**config.mk**
```make
export PLATFORM = sky130hd
export DESIGN_NAME = captrk_tracker
export DESIGN_NICKNAME = d
export VERILOG_FILES = /design/src/rtl/captrk_pkg.sv /design/src/rtl/captrk_datapath.sv /design/src/rtl/captrk_control.sv /design/src/rtl/captrk_tracker.sv
export SDC_FILE = /design/constraint.sdc
export NUM_CORES = 1
export LEC_CHECK = 0
export ABC_AREA = 1
export BUFFER_PORTS_ARGS = -buffer_cell sky130_fd_sc_hd__buf_2
export CORE_ASPECT_RATIO = 0.5
export CORE_MARGIN = 2
export CORE_UTILIZATION = 50
export CTS_CLUSTER_SIZE = 28
export DETAILED_ROUTE_END_ITERATION = 7
export PLACE_DENSITY = 0.71
export SLEW_MARGIN = 20
export SYNTH_ARGS = -nofsm -noshare
export SYNTH_HDL_FRONTEND = slang
export SYNTH_SLANG_ARGS = --single-unit
```
**constraint.sdc**
```tcl
create_clock -name clk -period 1.5 [get_ports clk]
set_input_delay 0.15 -clock clk [delete_from_list [all_inputs] [get_ports clk]]
set_output_delay 0.15 -clock clk [all_outputs]
set_load 0.02 [all_outputs]
```
**src/rtl/captrk_pkg.sv**
```systemverilog
package captrk_pkg;

  // command opcodes as seen on the registered command bus
  localparam logic [2:0] OP_NOP   = 3'd0;
  localparam logic [2:0] OP_ACT   = 3'd1;
  localparam logic [2:0] OP_READ  = 3'd2;
  localparam logic [2:0] OP_WRITE = 3'd3;
  localparam logic [2:0] OP_PRE   = 3'd4;

  typedef enum logic [1:0] {
    BK_IDLE   = 2'd0,
    BK_ACTIVE = 2'd1,
    BK_BURST  = 2'd2,
    BK_PRECH  = 2'd3
  } bank_state_e;

  // strobes from control to datapath for burst termination
  typedef struct packed {
    logic termRead;
    logic termWrite;
  } term_strobe_t;

endpackage

```
**src/rtl/captrk_datapath.sv**
```systemverilog
module captrk_datapath
  import captrk_pkg::*;
#(
  parameter int NUM_BANKS  = 4,
  parameter int BURST_LEN  = 4,
  parameter int CAS_LAT    = 2,
  parameter int TRP_CYCLES = 3
) (
  input  logic                 clk,
  input  logic                 rstN,
  input  logic                 dqMask,
  input  logic [NUM_BANKS-1:0] loadBurst,
  input  logic [NUM_BANKS-1:0] loadPre,
  input  term_strobe_t         termStrobes,
  output logic [NUM_BANKS-1:0] cntZero,
  output logic                 dqmTwoAgo,
  output logic                 burstTerm
);

  localparam int CNT_MAX = (BURST_LEN > TRP_CYCLES) ? BURST_LEN : TRP_CYCLES;
  localparam int CNT_W   = $clog2(CNT_MAX + 1);

  // one down-counter per bank, shared by the burst and precharge phases
  for (genvar b = 0; b < NUM_BANKS; b++) begin : g_cnt
    logic [CNT_W-1:0] cnt;

    always_ff @(posedge clk or negedge rstN) begin
      if (!rstN) begin
        cnt <= '0;
      end else if (loadBurst[b]) begin
        cnt <= CNT_W'(BURST_LEN - 1);
      end else if (loadPre[b]) begin
        cnt <= CNT_W'(TRP_CYCLES - 1);
      end else if (cnt != '0) begin
        cnt <= cnt - 1'b1;
      end
    end

    assign cntZero[b] = (cnt == '0);
  end

  // read interrupts reach the data path CAS_LAT edges later than write ones
  logic [CAS_LAT:0] readTermPipe;
  logic             writeTermQ;
  logic [1:0]       dqmHist;

  always_ff @(posedge clk or negedge rstN) begin
    if (!rstN) begin
      readTermPipe <= '0;
      writeTermQ   <= 1'b0;
      dqmHist      <= '0;
    end else begin
      readTermPipe <= {readTermPipe[CAS_LAT-1:0], termStrobes.termRead};
      writeTermQ   <= termStrobes.termWrite;
      dqmHist      <= {dqmHist[0], dqMask};
    end
  end

  assign burstTerm = writeTermQ | readTermPipe[CAS_LAT];
  assign dqmTwoAgo = dqmHist[1];

endmodule

```
**src/rtl/captrk_control.sv**
```systemverilog
module captrk_control
  import captrk_pkg::*;
#(
  parameter int NUM_BANKS = 4,
  parameter int BANK_W    = 2
) (
  input  logic                 clk,
  input  logic                 rstN,
  input  logic [2:0]           cmd,
  input  logic [BANK_W-1:0]    cmdBank,
  input  logic                 autoPre,
  input  logic [NUM_BANKS-1:0] cntZero,
  input  logic                 dqmTwoAgo,
  output logic [NUM_BANKS-1:0] loadBurst,
  output logic [NUM_BANKS-1:0] loadPre,
  output term_strobe_t         termStrobes,
  output logic [NUM_BANKS-1:0] bankIdle,
  output logic [NUM_BANKS-1:0] bankPrecharging,
  output logic                 illegalCmd,
  output logic                 maskViolation
);

  logic [NUM_BANKS-1:0] bankSel;
  logic [NUM_BANKS-1:0] isActive;
  logic [NUM_BANKS-1:0] inBurst;
  logic [NUM_BANKS-1:0] burstRead;
  logic [NUM_BANKS-1:0] interruptMask;
  logic isAccess, tgtIdle, tgtActive;
  logic accessOk, actOk, preOk, badCmd, interruptAny, readVictim;

  assign bankSel   = NUM_BANKS'(1) << cmdBank;
  assign isAccess  = (cmd == OP_READ) || (cmd == OP_WRITE);
  assign tgtIdle   = |(bankIdle & bankSel);
  assign tgtActive = |(isActive & bankSel);

  assign accessOk = isAccess && tgtActive;
  assign actOk    = (cmd == OP_ACT) && tgtIdle;
  assign preOk    = (cmd == OP_PRE) && tgtActive;
  assign badCmd   = (isAccess && !tgtActive)
                 || ((cmd == OP_ACT) && !tgtIdle)
                 || ((cmd == OP_PRE) && !tgtActive);

  // a legal access to another bank cuts any running self-closing burst
  assign interruptMask = accessOk ? (inBurst & ~bankSel) : '0;
  assign interruptAny  = |interruptMask;
  assign readVictim    = |(interruptMask & burstRead);

  assign termStrobes.termRead  = interruptAny && (cmd == OP_READ);
  assign termStrobes.termWrite = interruptAny && (cmd == OP_WRITE);

  for (genvar b = 0; b < NUM_BANKS; b++) begin : g_bank
    bank_state_e cur;
    bank_state_e nxt;
    logic        ldBurst;
    logic        ldPre;
    logic        rdQ;

    always_comb begin
      nxt     = cur;
      ldBurst = 1'b0;
      ldPre   = 1'b0;
      unique case (cur)
        BK_IDLE: begin
          if (actOk && bankSel[b]) nxt = BK_ACTIVE;
        end
        BK_ACTIVE: begin
          if (accessOk && bankSel[b] && autoPre) begin
            nxt     = BK_BURST;
            ldBurst = 1'b1;
          end else if (preOk && bankSel[b]) begin
            nxt   = BK_PRECH;
            ldPre = 1'b1;
          end
        end
        BK_BURST: begin
          if (interruptMask[b] || cntZero[b]) begin
            nxt   = BK_PRECH;
            ldPre = 1'b1;
          end
        end
        BK_PRECH: begin
          if (cntZero[b]) nxt = BK_IDLE;
        end
      endcase
    end

    always_ff @(posedge clk or negedge rstN) begin
      if (!rstN) begin
        cur <= BK_IDLE;
        rdQ <= 1'b0;
      end else begin
        cur <= nxt;
        if (ldBurst) rdQ <= (cmd == OP_READ);
      end
    end

    assign loadBurst[b]       = ldBurst;
    assign loadPre[b]         = ldPre;
    assign burstRead[b]       = rdQ;
    assign isActive[b]        = (cur == BK_ACTIVE);
    assign inBurst[b]         = (cur == BK_BURST);
    assign bankIdle[b]        = (cur == BK_IDLE);
    assign bankPrecharging[b] = (cur == BK_PRECH);
  end

  always_ff @(posedge clk or negedge rstN) begin
    if (!rstN) begin
      illegalCmd    <= 1'b0;
      maskViolation <= 1'b0;
    end else begin
      illegalCmd    <= badCmd;
      maskViolation <= termStrobes.termWrite && readVictim && !dqmTwoAgo;
    end
  end

endmodule

```
**src/rtl/captrk_tracker.sv**
```systemverilog
module captrk_tracker
  import captrk_pkg::*;
#(
  parameter int NUM_BANKS  = 4,
  parameter int BANK_W     = $clog2(NUM_BANKS),
  parameter int BURST_LEN  = 4,
  parameter int CAS_LAT    = 2,
  parameter int TRP_CYCLES = 3
) (
  input  logic                 clk,
  input  logic                 rstN,
  input  logic [2:0]           cmd,
  input  logic [BANK_W-1:0]    cmdBank,
  input  logic                 autoPre,
  input  logic                 dqMask,
  output logic [NUM_BANKS-1:0] bankIdle,
  output logic [NUM_BANKS-1:0] bankPrecharging,
  output logic                 burstTerm,
  output logic                 illegalCmd,
  output logic                 maskViolation
);

  logic [NUM_BANKS-1:0] loadBurst;
  logic [NUM_BANKS-1:0] loadPre;
  logic [NUM_BANKS-1:0] cntZero;
  logic                 dqmTwoAgo;
  term_strobe_t         termStrobes;

  captrk_control #(
    .NUM_BANKS(NUM_BANKS),
    .BANK_W   (BANK_W)
  ) u_ctrl (
    .clk            (clk),
    .rstN           (rstN),
    .cmd            (cmd),
    .cmdBank        (cmdBank),
    .autoPre        (autoPre),
    .cntZero        (cntZero),
    .dqmTwoAgo      (dqmTwoAgo),
    .loadBurst      (loadBurst),
    .loadPre        (loadPre),
    .termStrobes    (termStrobes),
    .bankIdle       (bankIdle),
    .bankPrecharging(bankPrecharging),
    .illegalCmd     (illegalCmd),
    .maskViolation  (maskViolation)
  );

  captrk_datapath #(
    .NUM_BANKS (NUM_BANKS),
    .BURST_LEN (BURST_LEN),
    .CAS_LAT   (CAS_LAT),
    .TRP_CYCLES(TRP_CYCLES)
  ) u_dp (
    .clk        (clk),
    .rstN       (rstN),
    .dqMask     (dqMask),
    .loadBurst  (loadBurst),
    .loadPre    (loadPre),
    .termStrobes(termStrobes),
    .cntZero    (cntZero),
    .dqmTwoAgo  (dqmTwoAgo),
    .burstTerm  (burstTerm)
  );

endmodule

```
==> impl_metrics.env, run 1 <==
export IMPL_outcome="complete, but fails checks"
export IMPL_violations="negative setup slack"
export IMPL_final_nets=404
export IMPL_slew_headroom_pct=55.78
export IMPL_port_buffers=19
export IMPL_power_mw=7.356
export IMPL_cts_buffer_depth=2
export IMPL_irDropWorstVdd_mv=1.260
export IMPL_post_route_period_util_pct=118.3
export IMPL_grt_antenna_before_repair=0
export IMPL_grt_usage_pct=24.94
export IMPL_start_util_pct=52.29
export IMPL_yosysTopAreaCellShare_pct=34.78
export IMPL_routed_via_density=5.859
export IMPL_finalWorstSetupSlack_ns=-0.2741
export IMPL_synth_most_common_cell="nand2_1"
export IMPL_die_x_um=99.96
export IMPL_drt_total_wl_um=7865
export IMPL_hold_violations=0
export IMPL_clk_pin_slew_ns=0.08
export IMPL_switching_share_pct=45.04
export IMPL_tightest_slew_ns=0.6597
export IMPL_dp_cells=397
export IMPL_syn_to_final_growth_pct=53.10
export IMPL_finalNonFillerCells=425
export IMPL_core_mm2=0.004403
export IMPL_first_iter_violations=187
export IMPL_synth_largest_area_cell="dfrtp_1"
export IMPL_layout_drive_gt1_share_pct=49.46
export IMPL_critPathMaxFanout=4
export IMPL_setup_tns_ns=-4.380
export IMPL_clock_sinks=32
export IMPL_rsz0062_at_grt="true"
export IMPL_fin_crit_ns=1.774
export IMPL_combPwrFrac_pct=67.3
export IMPL_std_cell_rows=17
export IMPL_crit_arrival_ns=1.95
export IMPL_cp_slowest_cell="dfrtp_2"
export IMPL_netlist_instances=287
export IMPL_path_class="flop to flop"
export IMPL_path_cells="inv_2 > ha_4 > nand3_2 > nand2_1 > inv_2 > nand2_4 > nand3_4 > a21boi_4 > nand3_2 > nand2_1 > nand2_1"
export IMPL_ctsRootBufferMaster="clkbuf_8"
export IMPL_power_frac_clock_pct=12.9
export IMPL_p_int_mw=4.043
export IMPL_first_pass_iters=5
export IMPL_cts_buffers=5
export IMPL_fmax_mhz=563.7
export IMPL_cts_tree="yes"
export IMPL_multi_input_area_mm2=0.001772
export IMPL_wl_per_cell_um=18.51
export IMPL_endpoint_kind="flop"
export IMPL_p_sw_mw=3.313
export IMPL_syn_nets=324
export IMPL_power_frac_seq_pct=19.8
export IMPL_die_height_um=51.98
export IMPL_synth_seq_cells=32
export IMPL_drc=0
export IMPL_cp_common_cell="nand2_1"
export IMPL_fin_worst_skew_ns=0.005536
export IMPL_h_tree_depth=2
export IMPL_ys_seq_area_share_pct=34.78
export IMPL_required_ns=1.68
export IMPL_regArea_um2=804.5
export IMPL_worstHoldPathType="input port to flop"
export IMPL_finalSetupViolCount=27
export IMPL_ys_top_cells_by_area="dfrtp_1 35%, ha_1 15%, nand2_1 12%, nand3_1 7.8%, inv_1 5.9%"
export IMPL_syn_avg_cell_area_um2=8.022
export IMPL_antenna_left=0
export IMPL_cp_buffers_inverters=2
export IMPL_n_antenna_cell=0
export IMPL_fill_cells=244
export IMPL_critical_path_top_delay_family="simple AND/OR/NAND/NOR gates"
export IMPL_clk_latency_ns=0.30
export IMPL_ys_flop_type="dfrtp_1"
export IMPL_vias=2490
export IMPL_die_area_mm2=0.005196
export IMPL_synth_edf_count=0
export IMPL_synth_common_cells="76 x nand2_1, 36 x inv_1, 36 x nand3_1, 32 x dfrtp_1, 28 x ha_1"
export IMPL_grt_pass1_wl_um=9832
export IMPL_place_gp_congestion=0.8414
export IMPL_pin_count=20
export IMPL_slew_violations=0
export IMPL_drv_cap=0
export IMPL_hpwl_um=4016
export IMPL_grt_pass1_vias=2156
export IMPL_p_leak_nw=1.778
export IMPL_cp_start_kind="flop"
export IMPL_grt_start_max_net_pins=33
export IMPL_synth_cell_type_count=26
export IMPL_syn_area_mm2=0.002302
export IMPL_yosysWarningCount=0
export IMPL_power_density_mw_per_mm2=2087
export IMPL_slowest_delay_ns=0.46
export IMPL_overflow=0
export IMPL_async_reset_ff_share_pct=100.0
per-stage QoR:
stage / setup WS [ns] / area (µm²) / utilization [%] / hold slack [ns]
finish: -0.2741 / 3525 / 80.05 / 0.1272
global route: -0.3273 / 3525 / 80.05 / 0.1381
CTS: -0.1295 / 3253 / 73.88 / 0.09970
detailed placement: -0.2648 / 2849 / 64.71 / 0.1241
global placement: -0.2082 / 2849 / 64.71 / 0.1178
floorplan: -0.01974 / 2422 / - / -0.1456
worst paths after layout:
check | startpoint | endpoint | slack [ns] | cells past startpoint
max | u_ctrl.g_bank[2].cur[0]$_DFFE_PN0P_ | u_ctrl.g_bank[0].cur[0]$_DFFE_PN0P_ | -0.27 | 11
min | cmd[0] | u_ctrl.maskViolation$_DFF_PN0_ | 0.13 | 3
max reg2reg | u_ctrl.g_bank[2].cur[0]$_DFFE_PN0P_ | u_ctrl.g_bank[0].cur[0]$_DFFE_PN0P_ | -0.27 | 11
min reg2reg | u_dp.dqmHist[0]$_DFF_PN0_ | u_dp.dqmHist[1]$_DFF_PN0_ | 0.35 | 0
max in group asynchronous | rstN | u_ctrl.g_bank[2].cur[0]$_DFFE_PN0P_ | 0.98 | 3
min in group asynchronous | rstN | u_dp.g_cnt[3].cnt[0]$_DFFE_PN0P_ | 0.33 | 3
per-layer routing:
| metal | up-vias | GRT usage (%) | wire, µm |
|---|---|---|---|
| li1 | 1094 | - | - |
| met1 | 1194 | 30.65 | 3223 |
| met2 | 139 | 41.89 | 3765 |
| met3 | 63 | 6.452 | 505 |
| met4 | 0 | 11.64 | 370 |
| met5 | - | 0 | 0 |
tightest hold or removal path, stage by stage:
cell and delay (ns):
buf_2 0.11, nand3_1 0.08, nor2_1 0.05
cell usage in the layout, fill, tap and decap left out, types with 2 or more instances in the layout:
cell	n
nand3_1	10
buf_6	10
o21bai_1	4
ha_2	2
dfrtp_1	29
nand2_2	19
nand3_2	18
ha_1	19
ha_4	7
nand2_1	54
inv_4	2
a21boi_4	3
buf_2	17
inv_2	15
inv_1	23
dlygate4sd3_1	2
nand3_4	15
o21ai_0	9
nor3_1	3
nor2_1	12
buf_12	2
clkbuf_8	7
nor2_2	4
a21boi_0	2
nand4_1	9
o21ai_2	2
o21ai_1	3
nand2_4	4
buf_4	44
dfrtp_2	3
xor2_1	6
logic make-up after synthesis:
group	count (synthesis)	synth area share (%)
flip-flops	32	34.78
AND/OR/NAND/NOR	153	32.72
adder cells (fa/ha/maj)	28	15.22
XOR/XNOR	6	2.283
AO/OA/AOI/OAI	24	6.304
buffers and inverters	44	8.696
power by group through the flow:
stage / clock, mW / combinational, mW / sequential (mW)
after global routing: 0.978 / 5.32 / 1.49
after CTS: 0.939 / 4.14 / 1.43
after detailed placement: 0 / 3.60 / 1.45
after floorplan: 0 / 2.46 / 1.44
after global placement: 0 / 3.44 / 1.43
final: 0.950 / 4.95 / 1.45
flip-flops by register name (all words and copies together) (netlist names):
register	count
u_dp.writeTermQ	1
u_ctrl.g_bank.rdQ	4
u_dp.dqmHist	2
u_ctrl.illegalCmd	1
u_ctrl.maskViolation	1
u_dp.readTermPipe	3
u_dp.g_cnt.cnt	12
u_ctrl.g_bank.cur	8
area by class of cell:
type / instances / area share [%]
multi-input cells: 212 / 50.27
flip-flops and latches: 32 / 22.83
repair buffers: 76 / 16.90
inverters: 40 / 4.402
clock buffers: 7 / 2.733
well taps: 57 / 2.023
clock inverters: 1 / 0.8520
timing repair:
action | 4_1_cts | 5_1_grt
hold buffers | 2 | 0
gates resized for setup | 49 | 49
buffers inserted | 6 | 11
gates cloned | 1 | 0
pin swaps | 13 | 24
endpoints found under the hold margin | 33 | 0
setup endpoints to repair | 25 | 27
Power figures use the tool's default switching activity.
==> run 2: changes to the inputs <==
--- a/config.mk
+++ b/config.mk
@@ -16,4 +16,5 @@
 export SLEW_MARGIN = 20
 export SYNTH_ARGS = -nofsm -noshare
 export SYNTH_HDL_FRONTEND = slang
+export SYNTH_HIERARCHICAL = 1
 export SYNTH_SLANG_ARGS = --single-unit
==> run 2 against run 1 <==
Net effect:
- the flow still finishes with violations (negative setup slack)
- highest routed layer unchanged
- largest cell class unchanged
- sequential share of layout area is 0.81 points lower
- critical path type unchanged
- routed wire length is 4.2% lower
- clock skew is 0.0034 ns higher
==> impl_metrics.env, run 2 <==
export IMPL_synth_common_cells="75 x nand2_1, 65 x inv_1, 34 x nand3_1, 32 x dfrtp_1, 28 x ha_1"
export IMPL_grt_pass1_wl_um=11050
export IMPL_dpl_worst_slack_ns=-0.3105
export IMPL_slew_headroom_pct=64.03
export IMPL_fin_area_mm2=0.003654
export IMPL_power_mw=7.503
export IMPL_switching_share_pct=45.47
export IMPL_pin_count=20
export IMPL_fin_crit_ns=1.835
export IMPL_ys_seq_area_share_pct=32.54
export IMPL_worstHoldPathType="input port to flop"
export IMPL_setup_tns_ns=-5.729
export IMPL_synthSimpleGateAreaFrac_pct=31.83
export IMPL_die_height_um=53.61
export IMPL_vias=2579
export IMPL_h_tree_depth=2
export IMPL_syn_area_mm2=0.002461
export IMPL_cts_buffer_depth=2
export IMPL_first_iter_violations=256
export IMPL_core_mm2=0.004573
export IMPL_synth_top_family_by_area="simple AND/OR/NAND/NOR gates"
export IMPL_async_reset_ff_share_pct=100.0
export IMPL_combPwrFrac_pct=70.6
export IMPL_outcome="complete, but fails checks"
export IMPL_power_frac_clock_pct=9.9
export IMPL_syn_avg_cell_area_um2=7.549
export IMPL_drt_total_wl_um=7536
export IMPL_finalSetupViolCount=27
export IMPL_cts_buffers=5
export IMPL_ctsRootBufferMaster="clkbuf_8"
export IMPL_whs_ns=0.1739
export IMPL_dp_cells=459
export IMPL_std_cell_rows=17
export IMPL_power_frac_seq_pct=19.4
export IMPL_grt_start_max_net_pins=21
export IMPL_post_route_period_util_pct=122.4
export IMPL_layout_drive_gt1_share_pct=44.60
export IMPL_n_antenna_cell=0
export IMPL_ys_top_cells_by_area="dfrtp_1 33%, ha_1 14%, nand2_1 11%, inv_1 9.9%, nand3_1 6.9%"
export IMPL_place_gp_congestion=0.9385
export IMPL_p_int_mw=4.092
export IMPL_endpoint_kind="flop"
export IMPL_rsz0062_at_grt="true"
export IMPL_wl_per_cell_um=15.60
export IMPL_p_leak_nw=1.887
export IMPL_syn_to_final_growth_pct=48.45
export IMPL_overflow=0
export IMPL_routed_via_density=5.340
export IMPL_violations="negative setup slack"
export IMPL_synthXorXnorAreaFrac_pct=1.423
export IMPL_clk_pin_slew_ns=0.07
export IMPL_slew_violations=0
export IMPL_path_class="flop to flop"
export IMPL_cp_start_kind="flop"
export IMPL_largest_reg_flops=12
export IMPL_critPathMaxFanout=7
export IMPL_synth_edf_count=0
export IMPL_drc=0
export IMPL_layout_common_cells="65 x nand2_1, 63 x buf_4, 53 x inv_1"
export IMPL_final_common_cell="nand2_1"
export IMPL_synth_compound_area_share_pct=5.643
export IMPL_synth_mux_area_share_pct=0
export IMPL_cts_tree="yes"
export IMPL_hold_violations=0
export IMPL_place_area_mm2=0.003088
export IMPL_power_density_mw_per_mm2=2054
export IMPL_top_register="u_dp/g_cnt.cnt"
export IMPL_synth_most_common_cell="nand2_1"
export IMPL_synthAdderAreaFrac_pct=14.23
export IMPL_fin_worst_skew_ns=0.008967
export IMPL_crit_arrival_ns=2.01
export IMPL_finalWorstSetupSlack_ns=-0.3353
export IMPL_syn_nets=363
export IMPL_drv_cap=0
export IMPL_first_pass_iters=5
export IMPL_ys_flop_type="dfrtp_1"
export IMPL_antenna_left=0
export IMPL_yosysWarningCount=6
export IMPL_final_nets=454
export IMPL_grt_antenna_before_repair=0
export IMPL_required_ns=1.67
export IMPL_post_route_util_pct=79.89
export IMPL_port_buffers=19
export IMPL_p_sw_mw=3.411
export IMPL_netlist_instances=326
export IMPL_hpwl_um=4296
export IMPL_clock_sinks=32
export IMPL_reg_largest_list="u_dp/g_cnt.cnt (12), u_ctrl/g_bank.cur (8), u_ctrl/g_bank.rdQ (4)"
export IMPL_die_area_mm2=0.005534
export IMPL_start_util_pct=53.82
export IMPL_synth_seq_cells=32
export IMPL_synth_cell_type_count=28
export IMPL_grt_pass1_vias=2477
export IMPL_irDropWorstVdd_mv=1.190
export IMPL_tightest_slew_ns=0.5375
export IMPL_fmax_mhz=544.9
export IMPL_clk_latency_ns=0.29
export IMPL_synth_largest_area_cell="dfrtp_1"
export IMPL_yosysTopAreaCellShare_pct=32.54
export IMPL_grt_usage_pct=26.42
export IMPL_finalNonFillerCells=483
export IMPL_die_x_um=103.2
## run 2: timing repair
action	CTS	global route
endpoints found under the hold margin	13	0
gates cloned	1	0
resized for setup	49	44
hold buffers	2	0
pin swaps	36	15
setup buffers	12	4
setup endpoints to repair	29	34
## run 2: logic make-up after synthesis
family,after synthesis
and+or+nand+nor,160
xor gates and xnor gates,4
adders and majority gates,28
DFF,32
AOI/OAI and AO/OA,23
buffers and inverters,79
## run 2: critical path, stage by stage, from the launching register on
cell and delay [ns]:
dfrtp_1 0.41, inv_2 0.10, ha_4 0.15, nand3_2 0.09
nand2_2 0.11, inv_4 0.07, nand2_8 0.10, nand3_4 0.08
nand2_2 0.08, nand2_1 0.08, a21boi_2 0.23, nor2_4 0.08
nand2_1 0.08, nor2_1 0.05
## run 2: path summary, 6_finish.rpt
kind / from / cells after the start / end / slack (ns)
worst min register to register: u_dp/dqmHist[0]$_DFF_PN0_ / 0 / u_dp/dqmHist[1]$_DFF_PN0_ / 0.35
worst min-delay path: cmd[2] / 4 / u_dp/writeTermQ$_DFF_PN0_ / 0.17
worst max register to register: u_ctrl/g_bank[3].cur[1]$_DFFE_PN0P_ / 13 / u_dp/g_cnt[3].cnt[2]$_DFFE_PN0P_ / -0.34
min in group asynchronous: rstN / 2 / u_dp/g_cnt[2].cnt[0]$_DFFE_PN0P_ / 0.29
worst max-delay path: u_ctrl/g_bank[3].cur[1]$_DFFE_PN0P_ / 13 / u_dp/g_cnt[3].cnt[2]$_DFFE_PN0P_ / -0.34
max in group asynchronous: rstN / 3 / u_ctrl/g_bank[1].cur[0]$_DFFE_PN0P_ / 0.78
## run 2: power by group through the flow
stage / logic, mW / clock network (mW) / registers, mW
after floorplan: 2.63 / 0 / 1.46
after global placement: 3.83 / 0 / 1.43
after detailed placement: 4.01 / 0 / 1.45
after CTS: 4.65 / 0.751 / 1.42
after global routing: 5.78 / 0.807 / 1.49
final: 5.30 / 0.744 / 1.46
## run 2: per-layer routing
metal | wire [µm] | track usage [%]
met2 | 3639 | 48.27
met3 | 550 | 6.104
met1 | 3086 | 32.18
met5 | 0 | 0
met4 | 259 | 6.798
## run 2: cell type report
cell class              instances  area (µm²)
inverters                      69       266.5
repair buffers                 93       742.0
flip-flops and latches         32       804.5
fillers                       260       919.6
multi-input cells             216        1662
clock buffers                   7       96.34
well taps                      66       82.58
==> run 3: changes to the inputs <==
--- a/config.mk
+++ b/config.mk
@@ -7,14 +7,15 @@
 export LEC_CHECK = 0
 export ABC_AREA = 1
 export BUFFER_PORTS_ARGS = -buffer_cell sky130_fd_sc_hd__buf_2
+export CELL_PAD_IN_SITES_DETAIL_PLACEMENT = 1
+export CELL_PAD_IN_SITES_GLOBAL_PLACEMENT = 1
 export CORE_ASPECT_RATIO = 0.5
 export CORE_MARGIN = 2
-export CORE_UTILIZATION = 50
+export CORE_UTILIZATION = 40
 export CTS_CLUSTER_SIZE = 28
 export DETAILED_ROUTE_END_ITERATION = 7
-export PLACE_DENSITY = 0.71
+export PLACE_DENSITY_LB_ADDON = 0.1
 export SLEW_MARGIN = 20
 export SYNTH_ARGS = -nofsm -noshare
 export SYNTH_HDL_FRONTEND = slang
-export SYNTH_HIERARCHICAL = 1
 export SYNTH_SLANG_ARGS = --single-unit
==> run 3 against run 2 <==
Net effect:
- the flow still finishes with violations (negative setup slack)
- register-to-register slack barely moved
- sequential share of layout area fell by 0.72 points
- largest power group unchanged
- clock power rose by 61%
- critical endpoint is now u_ctrl.g_bank[2].cur[1]$_DFFE_PN0P_
- critical path type unchanged
- count of clock-buffer cells in the layout fell by 1
==> impl_metrics.env, run 3 (same netlist as run 1, synthesis figures left out) <==
export IMPL_std_cell_rows=19
export IMPL_fin_worst_skew_ns=0.009389
export IMPL_hpwl_um=5010
export IMPL_vias=2609
export IMPL_place_gp_congestion=0.8354
export IMPL_drv_cap=0
export IMPL_grt_usage_pct=30.76
export IMPL_die_area_mm2=0.006415
export IMPL_cp_buffers_inverters=3
export IMPL_irDropWorstVdd_mv=1.157
export IMPL_first_iter_violations=167
export IMPL_reg_largest_list="u_dp.g_cnt.cnt (12), u_ctrl.g_bank.cur (8), u_ctrl.g_bank.rdQ (4)"
export IMPL_drc=0
export IMPL_grt_pass1_vias=2749
export IMPL_post_route_period_util_pct=121.8
export IMPL_first_pass_iters=4
export IMPL_power_frac_seq_pct=17.5
export IMPL_ctsRootBufferMaster="clkbuf_16"
export IMPL_critPathMaxFanout=4
export IMPL_violations="negative setup slack"
export IMPL_core_mm2=0.005515
export IMPL_clk_pin_slew_ns=0.06
export IMPL_die_x_um=111.3
export IMPL_combPwrFrac_pct=68.2
export IMPL_power_density_mw_per_mm2=2227
export IMPL_final_common_cell="buf_4"
export IMPL_slowest_delay_ns=0.44
export IMPL_p_leak_nw=1.888
export IMPL_busiest_layer="met2"
export IMPL_overflow=0
export IMPL_worstHoldPathType="input port to flop"
export IMPL_grt_antenna_before_repair=0
export IMPL_rsz0062_at_grt="true"
export IMPL_wl_per_cell_um=23.95
export IMPL_grt_util_met1_pct=35.80
export IMPL_port_buffers=19
export IMPL_grt_pass1_wl_um=14920
export IMPL_crit_arrival_ns=2.05
export IMPL_die_height_um=57.65
export IMPL_pin_count=20
export IMPL_outcome="complete, but fails checks"
export IMPL_setup_tns_ns=-6.600
export IMPL_p_int_mw=4.533
export IMPL_h_tree_depth=2
export IMPL_antenna_left=0
export IMPL_finalSetupViolCount=28
export IMPL_clock_sinks=32
export IMPL_layout_drive_gt1_share_pct=53.89
export IMPL_grt_met3_usage_pct=6.172
export IMPL_grt_start_max_net_pins=33
export IMPL_largest_reg_flops=12
export IMPL_power_frac_clock_pct=14.3
export IMPL_hold_violations=0
export IMPL_top_register="u_dp.g_cnt.cnt"
export IMPL_fill_cells=607
export IMPL_fmax_mhz=547.2
export IMPL_cp_start_kind="flop"
export IMPL_finalWorstSetupSlack_ns=-0.3276
export IMPL_cts_tree="yes"
export IMPL_slew_violations=0
export IMPL_routed_via_density=5.684
export IMPL_layout_common_cells="65 x buf_4, 52 x nand2_1, 28 x dfrtp_1"
export IMPL_cts_buffer_depth=2
export IMPL_start_util_pct=41.74
export IMPL_syn_to_final_growth_pct=64.29
export IMPL_path_class="flop to flop"
export IMPL_fin_crit_ns=1.828
export IMPL_tightest_slew_ns=0.7138
export IMPL_slew_headroom_pct=52.16
export IMPL_p_sw_mw=3.890
export IMPL_cts_buffers=5
export IMPL_grt_use_met2_pct=55.66
export IMPL_whs_ns=0.1502
export IMPL_required_ns=1.72
export IMPL_cp_slowest_cell="dfrtp_2"
export IMPL_final_nets=422
export IMPL_endpoint_kind="flop"
export IMPL_n_antenna_cell=0
export IMPL_switching_share_pct=46.18
export IMPL_path_cells="inv_2 > ha_4 > nand3_2 > nand2_2 > inv_2 > nand2_4 > nand3_2 > a21boi_4 > buf_4 > nand4_1 > nand2_1"
export IMPL_critical_path_top_delay_family="simple AND/OR/NAND/NOR gates"
export IMPL_drt_total_wl_um=10990
export IMPL_clk_latency_ns=0.29
## run 3: layout make-up
class	instances	area (µm²)	share of cell area, %
Multi-Input combinational cell	212	1849	48.89
Sequential cell	32	805.8	21.30
Timing Repair Buffer	94	714.4	18.89
Inverter	40	157.7	4.168
Clock buffer	6	128.9	3.407
Tap cell	73	91.34	2.415
Clock inverter	2	35.03	0.9262
## run 3: path summary, 6_finish.rpt
path,from,to,slack [ns],cells after the start
max in group asynchronous,rstN,u_ctrl.g_bank[2].cur[0]$_DFFE_PN0P_,0.68,3
worst max-delay path,u_ctrl.g_bank[1].cur[0]$_DFFE_PN0P_,u_ctrl.g_bank[2].cur[1]$_DFFE_PN0P_,-0.33,11
worst min register to register,u_dp.dqmHist[0]$_DFF_PN0_,u_dp.dqmHist[1]$_DFF_PN0_,0.36,0
worst max register to register,u_ctrl.g_bank[1].cur[0]$_DFFE_PN0P_,u_ctrl.g_bank[2].cur[1]$_DFFE_PN0P_,-0.33,11
min in group asynchronous,rstN,u_ctrl.g_bank[3].cur[0]$_DFFE_PN0P_,0.45,3
worst min-delay path,cmd[0],u_ctrl.maskViolation$_DFF_PN0_,0.15,3
## run 3: power by group through the flow
| stage | logic (mW) | registers, mW | clock network [mW] |
|---|---|---|---|
| floorplan | 2.46 | 1.44 | 0 |
| global placement | 3.61 | 1.42 | 0 |
| detailed placement | 3.84 | 1.45 | 0 |
| CTS | 4.58 | 1.44 | 1.17 |
| global route | 6.10 | 1.50 | 1.24 |
| finish | 5.74 | 1.47 | 1.20 |
## run 3: metrics by stage
step / power, mW / cell area [µm²] / utilization (%) / setup slack [ns] / cells
finish: 8.423 / 3782 / 68.58 / -0.3276 / 459
CTS: 7.187 / 3522 / 63.86 / -0.1391 / 448
detailed placement: 5.290 / 2947 / 53.43 / -0.2333 / 425
floorplan: 3.900 / 2422 / - / -0.01974 / 287
global placement: 5.034 / 2947 / 53.43 / -0.1729 / 425
global route: 8.846 / 3782 / 68.58 / -0.3887 / 459
## run 3: repair_timing
| action | in CTS | in global routing |
|---|---|---|
| hold buffers | 2 | 0 |
| endpoints found under the hold margin | 33 | 0 |
| endpoints found under the setup margin | 27 | 30 |
| setup buffers | 12 | 11 |
| pin swaps | 23 | 24 |
| gates resized for setup | 71 | 44 |
| cloned | 1 | 0 |
## run 3: routing by layer
layer	up-vias	routed length [µm]
met2	117	5461
met4	0	564
met3	58	554
li1	1127	-
met1	1307	4413
met5	-	0
## run 3: worst register-to-register path: stages, from the launching register on
cell      delay, ns
dfrtp_2        0.44
inv_2          0.11
ha_4           0.16
nand3_2        0.09
nand2_2        0.11
inv_2          0.05
nand2_4        0.10
nand3_2        0.11
a21boi_4       0.24
buf_4          0.14
nand4_1        0.09
nand2_1        0.11
